===== src/rtl/imm_alu_pkg.sv =====
// Shared definitions for the immediate-operand ALU unit.
// Assumes the standard status byte layout: N=7, V=6, Z=1, C=0.
package imm_alu_pkg;
    localparam int PW    = 8;
    localparam int P_N   = 7;
    localparam int P_V   = 6;
    localparam int P_Z   = 1;
    localparam int P_C   = 0;

    typedef enum logic [1:0] {
        OP_MASK_ROT = 2'd0,
        OP_MASK_SUB = 2'd1,
        OP_DUAL_LD  = 2'd2,
        OP_PASS     = 2'd3
    } alu_op_e;
endpackage


===== src/rtl/imm_rot_unit.sv =====
// Mask-and-rotate datapath: ANDs the operand with the immediate byte and
// rotates the masked value right through the carry. It derives C and V
// from result bits 6 and 5. Assumes DW >= 3.
module imm_rot_unit #(
    parameter int DW = 8
) (
    input  logic [DW-1:0] opnd,
    input  logic [DW-1:0] imm,
    input  logic          c_in,
    output logic [DW-1:0] res,
    output logic          c_out,
    output logic          v_out
);
    localparam int BHI = DW - 2;
    localparam int BLO = DW - 3;

    logic [DW-1:0] masked;

    // Mask, rotate and derive the two special flags.
    always_comb begin
        masked = opnd & imm;
        res    = DW'({c_in, masked} >> 1);
        c_out  = res[BHI];
        v_out  = res[BHI] ^ res[BLO];
    end
endmodule


===== src/rtl/imm_masksub_unit.sv =====
// Masked subtract datapath: subtracts the immediate byte from (A AND X).
// The no-borrow flag follows the compare convention.
// Assumes the result is taken modulo 2**DW.
module imm_masksub_unit #(
    parameter int DW = 8
) (
    input  logic [DW-1:0] a,
    input  logic [DW-1:0] x,
    input  logic [DW-1:0] imm,
    output logic [DW-1:0] res,
    output logic          no_borrow
);
    logic [DW:0] diff;

    // Extended subtract so the borrow appears in the top bit.
    always_comb begin
        diff      = {1'b0, a & x} - {1'b0, imm};
        res       = diff[DW-1:0];
        no_borrow = ~diff[DW];
    end
endmodule


===== src/rtl/imm_alu_core.sv =====
// Immediate-operand ALU unit top. It selects one of three operations or a
// pass-through and registers A, X and the status byte on start. A valid
// strobe follows one cycle later. Assumes 8-bit data and status.
module imm_alu_core #(
    parameter int DW = 8
) (
    input  logic          clk,
    input  logic          rst_n,
    input  logic          start,
    input  logic [1:0]    op,
    input  logic [DW-1:0] imm,
    input  logic [DW-1:0] a_in,
    input  logic [DW-1:0] x_in,
    input  logic [7:0]    p_in,
    output logic          valid,
    output logic [DW-1:0] a_out,
    output logic [DW-1:0] x_out,
    output logic [7:0]    p_out
);
    import imm_alu_pkg::*;

    localparam int MSB = DW - 1;

    logic [DW-1:0] rot_res, sub_res;
    logic          rot_c, rot_v, sub_c;
    logic [DW-1:0] a_nx, x_nx;
    logic [7:0]    p_nx;
    logic [DW-1:0] a_q, x_q;
    logic [7:0]    p_q;
    logic          v_q;
    alu_op_e       op_e;

    imm_rot_unit #(.DW(DW)) u_rot (
        .opnd  (a_in),
        .imm   (imm),
        .c_in  (p_in[P_C]),
        .res   (rot_res),
        .c_out (rot_c),
        .v_out (rot_v)
    );

    imm_masksub_unit #(.DW(DW)) u_sub (
        .a         (a_in),
        .x         (x_in),
        .imm       (imm),
        .res       (sub_res),
        .no_borrow (sub_c)
    );

    // Pick the next A, X and status from the operation code.
    always_comb begin
        op_e = alu_op_e'(op);
        a_nx = a_in;
        x_nx = x_in;
        p_nx = p_in;
        case (op_e)
            OP_MASK_ROT: begin
                a_nx       = rot_res;
                p_nx[P_N]  = rot_res[MSB];
                p_nx[P_Z]  = (rot_res == '0);
                p_nx[P_C]  = rot_c;
                p_nx[P_V]  = rot_v;
            end
            OP_MASK_SUB: begin
                x_nx       = sub_res;
                p_nx[P_N]  = sub_res[MSB];
                p_nx[P_Z]  = (sub_res == '0);
                p_nx[P_C]  = sub_c;
            end
            OP_DUAL_LD: begin
                a_nx       = imm;
                x_nx       = imm;
                p_nx[P_N]  = imm[MSB];
                p_nx[P_Z]  = (imm == '0);
            end
            default: ;
        endcase
    end

    // Result registers: load on start, hold otherwise, and strobe valid.
    always_ff @(posedge clk) begin
        if (!rst_n) begin
            a_q <= '0;
            x_q <= '0;
            p_q <= '0;
            v_q <= 1'b0;
        end else begin
            v_q <= start;
            if (start) begin
                a_q <= a_nx;
                x_q <= x_nx;
                p_q <= p_nx;
            end
        end
    end

    assign valid = v_q;
    assign a_out = a_q;
    assign x_out = x_q;
    assign p_out = p_q;
endmodule


===== config.mk =====
export PLATFORM = sky130hd
export DESIGN_NAME = imm_alu_core
export DESIGN_NICKNAME = d
export VERILOG_FILES = /design/src/rtl/imm_alu_pkg.sv /design/src/rtl/imm_rot_unit.sv /design/src/rtl/imm_masksub_unit.sv /design/src/rtl/imm_alu_core.sv
export SDC_FILE = /design/constraint.sdc
export NUM_CORES = 1
export LEC_CHECK = 0
export BUFFER_PORTS_ARGS = -buffer_cell sky130_fd_sc_hd__buf_2
export CAP_MARGIN = 20
export CORE_MARGIN = 10
export CORE_UTILIZATION = 53
export DETAILED_ROUTE_END_ITERATION = 10
export PLACE_DENSITY = 0.85
export SLEW_MARGIN = 10
export SYNTH_ARGS = -nofsm -noshare
export SYNTH_HDL_FRONTEND = slang
export SYNTH_SLANG_ARGS = --single-unit

===== constraint.sdc =====
create_clock -name clk -period 5.72 [get_ports clk]
set_input_delay 0.572 -clock clk [delete_from_list [all_inputs] [get_ports clk]]
set_output_delay 0.572 -clock clk [all_outputs]
set_load 0.005 [all_outputs]

# --- Word-level counts from Yosys, hierarchy flattened ---
# Index checks and enable logic that the tools add are counted.
word_totals:
  ff_bits: 25
  elab_cells: 21
  input_bits: 37
classes:
  bitwise: 4
  n_eq_ne: 2
  n_addsub: 1
  n_reduce_logical: 4
  muxes: 6
ops:
  columns: ["cell", "n"]
  rows:
  - ["case mux 8 bit (2 select lines)", 2]
  - ["zero test 8 bit", 3]
  - ["bitwise AND 8 bit", 2]
  - ["subtractor 8 x 8 -> 9 bit", 1]
  - ["case mux 1 bit (3 select lines)", 2]
  - ["== test 2 x 1 -> 1 bit, second input constant", 1]
  - ["== test 2 bit, second input constant", 1]
  - ["zero test 2 bit", 1]
  - ["case mux 1 bit (2 select lines)", 1]
  - ["2-to-1 mux 1 bit", 1]
  - ["NOT 1 bit", 1]
  - ["bitwise XOR 1 bit", 1]

# --- Logic depth before layout (Yosys ltp) ---
depth:
  depth_word: 4
  ltp_mapped: 9
  depth_no_buf: 9

# --- Hierarchy ---
# A second synthesis with hierarchy kept.
unflattened:
  cells_unflattened: 220
  hier_area_um2: 1783.0
by_module_without_submodules:
  columns: ["module", "area_per_inst_um2", "seq_area_each_um2", "n_inst", "cells_per_inst"]
  rows:
  - ["imm_alu_core", 1315.0, 500.5, 1, 154]
  - ["imm_masksub_unit", 395.4, 0.0, 1, 56]
  - ["imm_rot_unit", 72.6, 0.0, 1, 10]

# --- Worst setup path before layout ---
# No wires, ideal clock.
synth_path:
  kind: "in2reg"
  start: "input x_in[0]"
  end: "register p_q[1], in the netlist p_out[1]"
  required_time_ps: 5624
  slack_ps: 3349
  n_path_buf: 0
  setup_time_ps: 96
  arrival_ps: 2275
  cell_stages: 8
  cell_sequence: "nand2_1 ha_1 fa_1 nand2b_1 a21oi_2 xnor2_1 or4_1 o41ai_2"
synth_between:
  elab_chain_cells: 4
synth_rtl:
  columns: ["item", "line", "rtl"]
  rows:
  - ["start, declared", "imm_alu_core.sv:13", "input logic [DW-1:0] x_in,"]
  - ["bitwise AND 8 bit", "imm_masksub_unit.sv:17", "diff = {1'b0, a & x} - {1'b0, imm};"]
  - ["subtractor 8 x 8 -> 9 bit", "imm_masksub_unit.sv:17", null]
  - ["zero test 8 bit", "imm_alu_core.sv:67", "p_nx[P_Z] = (sub_res == '0);"]
  - ["case mux 1 bit (3 select lines)", "imm_alu_core.sv:56", "case (op_e)"]
  - ["end signal, assigned", "imm_alu_core.sv:92", "p_q <= p_nx;"]
  - ["end, declared", "imm_alu_core.sv:29", "logic [7:0] p_q;"]
# Every way passes these cells.
# A chain may end at the register's enable or synchronous reset.

# --- Worst setup path after layout ---
layout_path:
  start: "input a_in[0]"
  end: "register x_q[6], in the netlist x_out[6]"
layout_between:
  elab_chain_cells: 3
layout_rtl:
  columns: ["item", "line", "rtl"]
  rows:
  - ["start, declared", "imm_alu_core.sv:12", "input logic [DW-1:0] a_in,"]
  - ["bitwise AND 8 bit", "imm_masksub_unit.sv:17", null]
  - ["subtractor 8 x 8 -> 9 bit", "imm_masksub_unit.sv:17", null]
  - ["case mux 8 bit (2 select lines)", "imm_alu_core.sv:56", null]
  - ["end signal, assigned", "imm_alu_core.sv:91", "x_q <= x_nx;"]
  - ["end, declared", "imm_alu_core.sv:28", "logic [DW-1:0] a_q, x_q;"]
# Every way passes these cells.

==> run metrics <==
hpwl dp=4200 microns; Pre-Repair DR Iteration Count=5; Ports=62; IO Port Bufs=61; hold_buf cts=0; core area=3080 sq um; total power=0.000410 W; Skew-Pair Late Insertion Delay=330 ps; Worst VDD drop=0.0825 mV; vias post-DR=1,841; CTS Buf Count=3; final core occ=67.0%; leading cell type in the layout, fill and taps excluded=buf_2; Final Skew=0 ps; via-per-instance ratio=5.86; first-pass GRT wire length=8740 microns; Startpoint Class=input pin; Layout area overhead=20.5%; setup TNS=0 ps; GRT Util Overall=17.3%; Leakage=0.973 nW; pin count of the biggest net entering global routing=37; synthesized area=1710 sq um; vias in the first global route=1,789; Mapped Cells=215; Final Wtd Congestion=0.938; die area=5900 sq um; Final min period=2380 ps; initial antenna violation count=0; Die X=76.8 microns; TritonCTS clock tree=yes; Worst EP required=5970 ps; f_max=0.420 GHz; pwr dens=199 nW/um^2; deepest clock path buffer count=2; Final Hold Violating Endpoints=0; CP arrival=2630 ps; Synth Register Bits=25; H-tree depth=1; Max-cap violations=0; Sink Count=25; Unique masters post-synth=40; Final Cycle Share=41.6%; post-CTS setup buffer count=0; Synth warnings=0; FILL cells=281; status=finished, final reports clean; final setup violating endpoints=0; Antenna Diode Count=0; CTS root buffer=clkbuf_4; Die Y=76.8 microns; RSZ-0062 raised after global routing=no; final hold slack=488 ps; critical path type=in2reg; Slew Viols, Final=0; syn avg cell area=7.96 sq um; DRC Markers=0; share of layout cells above drive strength 1=25.2%; final wirelength=5270 microns; Syn Nets=266; ANT nets after route=0; Worst-Margin Slew=668 ps; Reg clk slew, reported paths=150 ps; Resize count post-CTS=0; Tightest Hold Check Type=in2reg; Worst Setup End Kind=flip-flop; # rows=20; critical path fanouts, max=2; sequential share of the synthesized area=29.2%; Initial Utilization=55.6%; Final nets=322; number of DRC markers in iteration 0=214; grt total ovfl=0; Rel. slew slack=54.9%; DR WL/cell=16.8 microns; most frequent cells in the layout=buf_2 (61), dfxtp_1 (25), nand2_1 (21)
-- worst paths after layout --
check / to / start / slack, ps / depth (start not counted)
worst max-delay path: x_out[6]$_SDFFE_PN0P_ / a_in[0] / 3340 / 10
worst min-delay path: p_out[5]$_SDFFE_PN0P_ / p_in[5] / 490 / 3
worst max register to register: p_out[1]$_SDFFE_PN0P_ / p_out[1]$_SDFFE_PN0P_ / 4900 / 2
worst min register to register: x_out[7]$_SDFFE_PN0P_ / x_out[7]$_SDFFE_PN0P_ / 500 / 2
-- cell usage after synthesis, drive strengths merged --
| master | number | area (sq um) |
|---|---|---|
| o31a | 1 | 8.76 |
| o21a | 6 | 45.0 |
| dfxtp | 25 | 500 |
| ha | 13 | 163 |
| nor3 | 4 | 20.0 |
| o31ai | 2 | 15.0 |
| nand4 | 1 | 6.26 |
| a311oi | 2 | 17.5 |
| nand3 | 4 | 20.0 |
| nand2b | 4 | 25.0 |
| a211oi | 4 | 30.0 |
| nor2b | 11 | 68.8 |
| xnor2 | 4 | 35.0 |
| xor2 | 1 | 8.76 |
| o41ai | 1 | 16.3 |
| and2 | 6 | 37.5 |
| a21oi | 11 | 58.8 |
| o21bai | 1 | 7.51 |
| clkbuf | 8 | 30.0 |
| o211ai | 1 | 7.51 |
| or4 | 3 | 22.5 |
| a22oi | 2 | 15.0 |
| nor2 | 13 | 51.3 |
| a41oi | 2 | 17.5 |
| nand2 | 21 | 78.8 |
| mux2i | 5 | 50.1 |
| inv | 15 | 56.3 |
| nor4 | 1 | 6.26 |
| o21ai | 15 | 75.1 |
| buf | 2 | 8.75 |
| a31oi | 11 | 68.8 |
| or3 | 2 | 12.5 |
| a32oi | 9 | 78.8 |
| a2111o | 1 | 11.3 |
| fa | 1 | 20.0 |
| o311ai | 1 | 8.76 |
| nand4b | 1 | 8.76 |
-- routing by layer --
layer  GRT usage (%)  routed length, microns  vias to the layer above
met5               0                       0                        -
met4            6.13                     104                        0
met3            4.43                     543                       12
met2            28.0                    2470                      112
met1            21.5                    2150                      822
li1                -                       -                      895
-- area by class of cell --
| type | instances | area (sq um) | share of cell area, % |
|---|---|---|---|
| inverters | 15 | 56.3 | 2.73 |
| clock buffers | 3 | 22.5 | 1.09 |
| repair buffers | 61 | 305 | 14.8 |
| flip-flops and latches | 25 | 500 | 24.3 |
| well taps | 44 | 55.1 | 2.67 |
| clock inverters | 1 | 7.51 | 0.364 |
| multi-input cells | 165 | 1120 | 54.1 |
-- sequential cells by signal, summed over array words and instances, names as in the netlist --
signal	count
valid	1
p_out	8
x_out	8
a_out	8
-- power breakdown --
part	switching, W	leakage [nW]	internal (W)
clock	0.0000572	0.0139	0.0000268
combinational	0.0000766	0.752	0.0000563
sequential	0.00000562	0.207	0.000187
-- critical path: stages --
cell	delay, ps
buf_2	110
nand2_1	70
ha_1	190
fa_1	390
nand2b_1	190
a211oi_1	300
nor4_1	80
nor3_1	380
nand2_1	100
a41oi_1	240
-- logic make-up (layout without fill, tap and decap cells) --
| group | count (synthesis) | in the layout | share of synthesized area, % |
|---|---|---|---|
| and+or+nand+nor | 71 | 71 | 20.9 |
| buffers and inverters | 25 | 80 | 5.55 |
| AOI/OAI and AO/OA | 70 | 70 | 28.1 |
| xor gates and xnor gates | 5 | 5 | 2.56 |
| muxes | 5 | 5 | 2.92 |
| DFF | 25 | 25 | 29.2 |
| adders and majority gates | 14 | 14 | 10.7 |
-- through the flow --
step	cell area (sq um)	setup WS, ps	instances
floorplan	1710	3350	215
global placement	2030	3130	310
detailed placement	2030	3030	310
CTS	2060	3360	314
global route	2060	3160	314
finish	2060	3340	314
Note: power is estimated with default switching activity, not from simulation.
